==> src/rtl/p4_pkg.sv <==
package p4_pkg;
    localparam int INSTR_W = 16;
    localparam int RIDX_W  = 3;
    localparam int NREG    = 8;

    typedef enum logic [2:0] {
        OP_NOP  = 3'd0,
        OP_LI   = 3'd1,
        OP_LD   = 3'd2,
        OP_ST   = 3'd3,
        OP_ADD  = 3'd4,
        OP_BZ   = 3'd5,
        OP_RSV6 = 3'd6,
        OP_RSV7 = 3'd7
    } op_e;

    typedef struct packed {
        op_e               op;
        logic [RIDX_W-1:0] rd;
        logic [RIDX_W-1:0] rs;
        logic [RIDX_W-1:0] rt;
        logic [7:0]        imm;
        logic [6:0]        off;
    } ctl_t;

    function automatic ctl_t decode(input logic [INSTR_W-1:0] w);
        ctl_t c;
        c.op  = op_e'(w[15:13]);
        c.rd  = w[12:10];
        c.rs  = w[9:7];
        c.rt  = w[6:4];
        c.imm = w[7:0];
        c.off = w[6:0];
        return c;
    endfunction

    function automatic logic writes_reg(input op_e op);
        return (op == OP_LI) || (op == OP_LD) || (op == OP_ADD);
    endfunction

    function automatic logic uses_base(input op_e op);
        return (op == OP_LD) || (op == OP_ST);
    endfunction

    // second register operand: store data comes from the rd field
    function automatic logic [RIDX_W-1:0] src2_of(input ctl_t c);
        return (c.op == OP_ST) ? c.rd : c.rt;
    endfunction
endpackage

==> src/rtl/p4_ram.sv <==
module p4_ram #(
    parameter int DEPTH = 16,
    parameter int WIDTH = 8,
    parameter bit CLEAR = 1'b0,
    parameter int AW    = $clog2(DEPTH)
) (
    input  logic             clk,
    input  logic             rst,
    input  logic             we,
    input  logic [AW-1:0]    waddr,
    input  logic [WIDTH-1:0] wdata,
    input  logic [AW-1:0]    raddr,
    output logic [WIDTH-1:0] rdata
);
    logic [WIDTH-1:0] mem [DEPTH];

    if (CLEAR) begin : g_clr
        always_ff @(posedge clk) begin
            if (rst) begin
                for (int i = 0; i < DEPTH; i++) mem[i] <= '0;
            end else if (we) begin
                mem[waddr] <= wdata;
            end
        end
    end else begin : g_plain
        logic unused_rst;
        assign unused_rst = rst;
        always_ff @(posedge clk) begin
            if (we) mem[waddr] <= wdata;
        end
    end

    assign rdata = mem[raddr];
endmodule

==> src/rtl/p4_regfile.sv <==
module p4_regfile
    import p4_pkg::*;
#(
    parameter int DATA_W = 8,
    parameter int NRD    = 4
) (
    input  logic              clk,
    input  logic              rst,
    input  logic              we,
    input  logic [RIDX_W-1:0] waddr,
    input  logic [DATA_W-1:0] wdata,
    input  logic [RIDX_W-1:0] raddr [NRD],
    output logic [DATA_W-1:0] rdata [NRD]
);
    logic [DATA_W-1:0] regs_q [NREG];

    always_ff @(posedge clk) begin
        if (rst) begin
            for (int i = 0; i < NREG; i++) regs_q[i] <= '0;
        end else if (we) begin
            regs_q[waddr] <= wdata;
        end
    end

    for (genvar g = 0; g < NRD; g++) begin : g_rd
        assign rdata[g] = regs_q[raddr[g]];
    end
endmodule

==> src/rtl/p4_hazard.sv <==
module p4_hazard
    import p4_pkg::*;
#(
    parameter int DATA_W = 8,
    parameter int DA_W   = 4
) (
    input  logic              da_vld,
    input  op_e               da_op,
    input  logic [RIDX_W-1:0] da_rs,
    input  logic              fo_vld,
    input  op_e               fo_op,
    input  logic [RIDX_W-1:0] fo_rd,
    input  logic [RIDX_W-1:0] fo_rs,
    input  logic [RIDX_W-1:0] fo_src2,
    input  logic [DA_W-1:0]   fo_ea,
    input  logic              ex_vld,
    input  op_e               ex_op,
    input  logic [RIDX_W-1:0] ex_rd,
    input  logic [DATA_W-1:0] ex_res,
    input  logic [DATA_W-1:0] ex_stv,
    input  logic [DA_W-1:0]   ex_ea,
    input  logic [DATA_W-1:0] rf_base,
    input  logic [DATA_W-1:0] rf_rs,
    input  logic [DATA_W-1:0] rf_src2,
    input  logic [DATA_W-1:0] mem_rd,
    output logic              stall,
    output logic [DATA_W-1:0] base_v,
    output logic [DATA_W-1:0] rs_v,
    output logic [DATA_W-1:0] src2_v,
    output logic [DATA_W-1:0] mem_v
);
    logic ex_wr;
    assign ex_wr = ex_vld && writes_reg(ex_op);

    function automatic logic [DATA_W-1:0] pick(input logic [RIDX_W-1:0] idx,
                                               input logic [DATA_W-1:0] rf);
        return (ex_wr && ex_rd == idx) ? ex_res : rf;
    endfunction

    // base register produced by the operand-stage instruction is not yet available
    assign stall  = da_vld && uses_base(da_op) && fo_vld && writes_reg(fo_op) && (fo_rd == da_rs);
    assign base_v = pick(da_rs, rf_base);
    assign rs_v   = pick(fo_rs, rf_rs);
    assign src2_v = pick(fo_src2, rf_src2);
    assign mem_v  = (ex_vld && ex_op == OP_ST && fo_vld && fo_op == OP_LD && ex_ea == fo_ea)
                    ? ex_stv : mem_rd;
endmodule

==> src/rtl/pipe4_core.sv <==
module pipe4_core
    import p4_pkg::*;
#(
    parameter int DATA_W     = 8,
    parameter int IMEM_DEPTH = 64,
    parameter int DMEM_DEPTH = 16
) (
    input  logic                          clk,
    input  logic                          rst,
    input  logic                          prog_we,
    input  logic [$clog2(IMEM_DEPTH)-1:0] prog_addr,
    input  logic [INSTR_W-1:0]            prog_data,
    input  logic [RIDX_W-1:0]             dbg_sel,
    output logic [DATA_W-1:0]             dbg_data,
    output logic [$clog2(IMEM_DEPTH)-1:0] pc_o,
    output logic                          retire_o
);
    localparam int PC_W = $clog2(IMEM_DEPTH);
    localparam int DA_W = $clog2(DMEM_DEPTH);

    // stage state
    logic [PC_W-1:0]    pc_q;
    logic               da_vld_q;
    logic [INSTR_W-1:0] da_ir_q;
    logic               fo_vld_q;
    ctl_t               fo_ctl_q;
    logic [DA_W-1:0]    fo_ea_q;
    logic               ex_vld_q;
    ctl_t               ex_ctl_q;
    logic [DA_W-1:0]    ex_ea_q;
    logic [DATA_W-1:0]  ex_a_q, ex_b_q;

    ctl_t               da_ctl;
    logic [INSTR_W-1:0] fetch_w;
    logic [DATA_W-1:0]  mem_rd, ex_res, base_v, rs_v, src2_v, mem_v, ea_full, fo_a;
    logic               stall, take;
    logic [PC_W-1:0]    br_target;
    logic [RIDX_W-1:0]  rf_ra [4];
    logic [DATA_W-1:0]  rf_rd [4];

    assign da_ctl = decode(da_ir_q);

    p4_ram #(.DEPTH(IMEM_DEPTH), .WIDTH(INSTR_W), .CLEAR(1'b0)) u_imem (
        .clk(clk), .rst(rst), .we(prog_we), .waddr(prog_addr), .wdata(prog_data),
        .raddr(pc_q), .rdata(fetch_w));

    p4_ram #(.DEPTH(DMEM_DEPTH), .WIDTH(DATA_W), .CLEAR(1'b1)) u_dmem (
        .clk(clk), .rst(rst), .we(ex_vld_q && ex_ctl_q.op == OP_ST), .waddr(ex_ea_q),
        .wdata(ex_b_q), .raddr(fo_ea_q), .rdata(mem_rd));

    assign rf_ra[0] = da_ctl.rs;
    assign rf_ra[1] = fo_ctl_q.rs;
    assign rf_ra[2] = src2_of(fo_ctl_q);
    assign rf_ra[3] = dbg_sel;

    p4_regfile #(.DATA_W(DATA_W), .NRD(4)) u_rf (
        .clk(clk), .rst(rst), .we(ex_vld_q && writes_reg(ex_ctl_q.op)),
        .waddr(ex_ctl_q.rd), .wdata(ex_res), .raddr(rf_ra), .rdata(rf_rd));

    p4_hazard #(.DATA_W(DATA_W), .DA_W(DA_W)) u_hz (
        .da_vld(da_vld_q), .da_op(da_ctl.op), .da_rs(da_ctl.rs),
        .fo_vld(fo_vld_q), .fo_op(fo_ctl_q.op), .fo_rd(fo_ctl_q.rd), .fo_rs(fo_ctl_q.rs),
        .fo_src2(src2_of(fo_ctl_q)), .fo_ea(fo_ea_q),
        .ex_vld(ex_vld_q), .ex_op(ex_ctl_q.op), .ex_rd(ex_ctl_q.rd), .ex_res(ex_res),
        .ex_stv(ex_b_q), .ex_ea(ex_ea_q),
        .rf_base(rf_rd[0]), .rf_rs(rf_rd[1]), .rf_src2(rf_rd[2]), .mem_rd(mem_rd),
        .stall(stall), .base_v(base_v), .rs_v(rs_v), .src2_v(src2_v), .mem_v(mem_v));

    // decode stage: effective address from the (possibly forwarded) base
    assign ea_full = base_v + DATA_W'(da_ctl.off);
    // operand stage: loads take memory data, everything else the rs register
    assign fo_a = (fo_ctl_q.op == OP_LD) ? mem_v : rs_v;

    // execute stage
    always_comb begin
        case (ex_ctl_q.op)
            OP_ADD:  ex_res = ex_a_q + ex_b_q;
            OP_LI:   ex_res = DATA_W'(ex_ctl_q.imm);
            default: ex_res = ex_a_q;
        endcase
    end
    assign take      = ex_vld_q && ex_ctl_q.op == OP_BZ && ex_a_q == '0;
    assign br_target = PC_W'(ex_ctl_q.off);

    logic unused_bits;
    assign unused_bits = ^{ea_full, ex_ctl_q.rs, ex_ctl_q.rt};

    always_ff @(posedge clk) begin
        if (rst) begin
            pc_q     <= '0;
            da_vld_q <= 1'b0;
            fo_vld_q <= 1'b0;
            ex_vld_q <= 1'b0;
        end else if (take) begin
            pc_q     <= br_target;
            da_vld_q <= 1'b0;
            fo_vld_q <= 1'b0;
            ex_vld_q <= 1'b0;
        end else begin
            ex_vld_q <= fo_vld_q;
            ex_ctl_q <= fo_ctl_q;
            ex_ea_q  <= fo_ea_q;
            ex_a_q   <= fo_a;
            ex_b_q   <= src2_v;
            if (stall) begin
                fo_vld_q <= 1'b0;
            end else begin
                fo_vld_q <= da_vld_q;
                fo_ctl_q <= da_ctl;
                fo_ea_q  <= ea_full[DA_W-1:0];
                da_vld_q <= 1'b1;
                da_ir_q  <= fetch_w;
                pc_q     <= pc_q + 1'b1;
            end
        end
    end

    assign pc_o     = pc_q;
    assign retire_o = ex_vld_q;
    assign dbg_data = rf_rd[3];

    // the first cycle after reset sees an empty pipeline at address zero
    a_r1_reset_empty: assert property (@(posedge clk) disable iff (rst)
        $past(rst) |-> (pc_q == '0 && !da_vld_q && !fo_vld_q && !ex_vld_q));

    // with no stall and no redirect, fetch advances by one
    a_r3_pc_step: assert property (@(posedge clk) disable iff (rst)
        (!stall && !take) |=> (pc_q == PC_W'($past(pc_q) + 1'b1)));

    // an interlock freezes fetch and decode and sends a bubble onward
    a_r4_stall_hold: assert property (@(posedge clk) disable iff (rst)
        (stall && !take) |=> (pc_q == $past(pc_q) && da_ir_q == $past(da_ir_q)
                              && da_vld_q && !fo_vld_q));

    // a taken branch empties the three younger stages and redirects fetch
    a_r7_squash: assert property (@(posedge clk) disable iff (rst)
        take |=> (!da_vld_q && !fo_vld_q && !ex_vld_q && pc_q == $past(br_target)));

    // a bubble made by an interlock never reaches retirement
    a_r9_bubble_no_retire: assert property (@(posedge clk) disable iff (rst)
        (stall && !take) |=> ##1 (!retire_o || $past(take)));
endmodule

==> config.mk <==
export PLATFORM = sky130hd
export DESIGN_NAME = pipe4_core
export DESIGN_NICKNAME = d
export VERILOG_FILES = /design/src/rtl/p4_pkg.sv /design/src/rtl/p4_ram.sv /design/src/rtl/p4_regfile.sv /design/src/rtl/p4_hazard.sv /design/src/rtl/pipe4_core.sv
export SDC_FILE = /design/constraint.sdc
export NUM_CORES = 2
export LEC_CHECK = 0
export ABC_AREA = 1
export BUFFER_PORTS_ARGS = -buffer_cell sky130_fd_sc_hd__buf_2
export CORE_ASPECT_RATIO = 2
export CORE_MARGIN = 5
export CORE_UTILIZATION = 37
export DETAILED_ROUTE_END_ITERATION = 6
export PLACE_DENSITY = 0.6
export SLEW_MARGIN = 20
export SYNTH_ARGS = -nofsm -noshare
export SYNTH_HDL_FRONTEND = slang
export SYNTH_SLANG_ARGS = --single-unit
==> constraint.sdc <==
create_clock -name clk -period 9.4 [get_ports clk]
set_clock_uncertainty 0.2 [all_clocks]
set_input_delay 1.41 -clock clk [delete_from_list [all_inputs] [get_ports clk]]
set_output_delay 1.41 -clock clk [all_outputs]
set_load 0.005 [all_outputs]
==> summary.md <==
| Metric | Value |
|---|---|
| Net count after synthesis | 4994 |
| Root Driver | clkbuf_16 |
| FF/Latch Area | 38900 um^2 |
| Status | finished, final reports clean |
| Hold EP | ex_ctl_q[8]$_DFFE_PP_ |
| CTS tree | built |
| Post-CTS setup buffer count | 0 |
| Register area share after synthesis | 0.699 |
| Clock Path Buffers | 3 |
| Pin count of the biggest net entering global routing | 195 |
| Clock sinks | 1302 |
| Core area | 150000 um^2 |
| Share of layout cells above drive strength 1 | 0.0856 |
| Worst Hold Launch | fo_ctl_q[8]$_DFFE_PP_ |
| Yosys top cell area share | 0.693 |
| Synthesized flop and latch total | 1302 |
| Top_reg_cell synth | edfxtp_1 |
| Die Area | 159000 um^2 |
| Fin Setup TNS | 0 ns |
| Hold path cells | 0 |
| CTS clk-pin slew, worst paths | 0.06 ns |
| Max Cap Viol | 0 |
| Worst Reg-to-Reg Cells | 9 |
| Worst R2R Start | pc_o[0]$_SDFFE_PP0P_ |
| Final count of hold timing violations | 0 |
| Design area | 61600 um^2 |
| Final WL | 168 mm |
| Hold crit path type | reg -> reg |
| Area grow syn2layout | 10.7% |
| RSZ-0062 raised after global routing | no |
| Element type at the critical path start | input port |
| ANT nets after route | 0 |
| Post-synth EDFFs | 1286 |
| Die height | 559 um |
| Num rows | 201 |
| Synth unique cells | 43 |
| Vias in the first global route | 36600 |
| DP HPWL | 105 mm |
| Least-Margin Pin Slew | 1.08 ns |
| Commonest non-fill, non-tap cells in the layout | edfxtp_1 (1286), nor2_1 (1124), nand2_1 (593), o21ai_0 (593), nand3_1 (306) |
| Synthesized instance count | 4953 |
| Crit Path Max Fanout | 34 |
| Setup crit end kind | primary output |
| Clock insertion delay at the later pin of the skew report | 0.74 ns |
| Asr flop ratio synth | 0 |
| Max-slew headroom | 0.279 |
| Overall Global Routing Usage | 0.204 |
| 1st-iter DRT viols | 3542 |
| Die W | 284 um |
| CP Data Arrival Time | 3.05 ns |
| DP Area | 58000 um^2 |
| Grt ovf | 0 |
| Filler instances | 14100 |
| Reg2reg end | da_ir_q[12]$_DFFE_PP_ |
| Pleak | 21.5 nW |
| Post-route minimum period | 4.66 ns |
| Initial antenna violation count | 6 |
| Initial Utilization | 0.372 |
| WS Path Type | in -> out |
| Per-instance average area after synthesis | 11.2 um^2 |
| Top cells by area, synth | edfxtp_1 (69%), nor2_1 (7.6%), o21ai_0 (5.3%) |
| Synth area leader | edfxtp_1 |
| H-tree level count | 3 |
| Final setup vio count | 0 |
| RD Place Congestion | 0.934 |
| DRC errors left | 0 |
| Area of the multi-input gates | 14700 um^2 |
| Drt pass-1 iters | 6 |
| I/O pins | 43 |
| # resized after CTS | 0 |
| Post-Syn Area | 55700 um^2 |
| Routed via count | 37500 |
| TritonCTS Buffers | 109 |
| Avg WL per Cell | 24.1 um |
| Synth warn | 0 |
| # hold bufs at CTS | 0 |
| CP required | 7.79 ns |
| First-pass GRT wire length | 243 mm |
| Max-slew violations | 0 |
| Fmax | 0.214 GHz |
| R2r setup slk | 5.50 ns |
| Commonest non-fill, non-tap cell in the layout | edfxtp_1 |
| Post-route clock period utilization | 0.496 |
| NumNets Final | 4973 |
| Maximum VDD drop | 0.000149 V |
| Cell Pwr Density | 207 nW/um^2 |
| Drt via density | 5.39 |
| # port buffers | 42 |
-- registers in the layout, indices dropped and copies added (netlist names), named ones only --
register,cells
pc_o,6
ex_b_q,8
u_imem.mem,1024
ex_ctl_q,14
u_rf.regs_q,64
da_ir_q,16
fo_vld_q,1
fo_ea_q,4
retire_o,1
ex_a_q,8
u_dmem.mem,128
ex_ea_q,4
fo_ctl_q,16
da_vld_q,1
-- worst max-delay path by stage --
stage | start | slack [ns] | cells past startpoint | end
floorplan | prog_addr[2] | 5.28 | 3 | u_imem.mem[36][0]$_DFFE_PP_
global placement | dbg_sel[1] | 4.70 | 8 | dbg_data[0]
detailed placement | dbg_sel[1] | 4.76 | 8 | dbg_data[0]
CTS | dbg_sel[1] | 4.75 | 8 | dbg_data[0]
global route | dbg_sel[0] | 4.57 | 7 | dbg_data[3]
finish | dbg_sel[0] | 4.74 | 6 | dbg_data[3]
-- power by group --
| part | switching [W] | leakage (nW) | internal [W] |
|---|---|---|---|
| clock | 0.00213 | 1.75 | 0.00255 |
| combinational | 0.00113 | 7.77 | 0.000381 |
| sequential | 0.0000889 | 12.0 | 0.00650 |
-- cells by family (layout without fill, tap and decap cells) --
group,count (synthesis),after routing,synth area share
AND/OR/NAND/NOR,2135,2135,0.159
XOR/XNOR,7,7,0.00110
other,0,4,0
flip-flops,1302,1302,0.699
AO/OA/AOI/OAI,1007,1007,0.0999
buffers and inverters,489,558,0.0380
adder cells (fa/ha/maj),13,13,0.00319
-- per-stage QoR --
| step | hold WS, ns | total power (W) | utilization | setup slack [ns] | std cells |
|---|---|---|---|---|---|
| 6_report | 0.226 | 0.0128 | 0.411 | 4.74 | 6954 |
| 5_1_grt | 0.227 | 0.0132 | 0.411 | 4.57 | 6952 |
| 4_1_cts | 0.220 | 0.0129 | 0.411 | 4.75 | 6950 |
| 3_5_place_dp | 0.207 | 0.00823 | 0.387 | 4.76 | 6749 |
| 3_3_place_gp | 0.201 | 0.00821 | 0.387 | 4.70 | 6749 |
| 2_1_floorplan | 0.200 | 0.00761 | - | 5.28 | 4953 |
-- layout make-up --
type	instances	share of cell area
Inverter	198	0.0123
Antenna cell	4	0.000162
Sequential cell	1302	0.632
Multi-Input combinational cell	3162	0.239
Timing Repair Buffer	159	0.0187
Clock inverter	70	0.0126
Tap cell	1928	0.0391
Clock buffer	131	0.0466
-- cells in the mapped netlist, types with 4 or more instances --
| library cell | instances |
|---|---|
| nor2_2 | 4 |
| inv_2 | 12 |
| ha_1 | 11 |
| buf_4 | 30 |
| buf_1 | 10 |
| nand2_2 | 10 |
| nor3_4 | 5 |
| inv_1 | 174 |
| o22ai_1 | 4 |
| dfxtp_1 | 16 |
| nand4_1 | 16 |
| a221oi_1 | 4 |
| nand3_1 | 306 |
| nand2_4 | 17 |
| xor2_1 | 5 |
| o211ai_1 | 183 |
| o21ai_0 | 593 |
| o21ai_1 | 68 |
| a21oi_1 | 136 |
| a31oi_1 | 13 |
| nor4_1 | 9 |
| nor2_1 | 1124 |
| buf_6 | 8 |
| or2_2 | 40 |
| clkbuf_1 | 159 |
| nand2_1 | 593 |
| buf_2 | 84 |
| edfxtp_1 | 1286 |
| clkinv_1 | 11 |
-- critical path: stages --
cell and delay (ns):
buf_2 0.44, inv_2 0.37, o21ai_0 0.25, a221oi_1 0.10, a31oi_1 0.28, buf_2 0.18
-- per-layer routing --
layer | wire length (um) | vias to the layer above | part of all wire | track usage
li1 | - | 17400 | - | -
met1 | 56200 | 18500 | 0.34 | 0.210
met2 | 90300 | 1251 | 0.54 | 0.388
met3 | 7850 | 395 | 0.047 | 0.0215
met4 | 13300 | 4 | 0.079 | 0.137
met5 | 21 | - | 0.00013 | 0
Power figures use the tool's default switching activity.
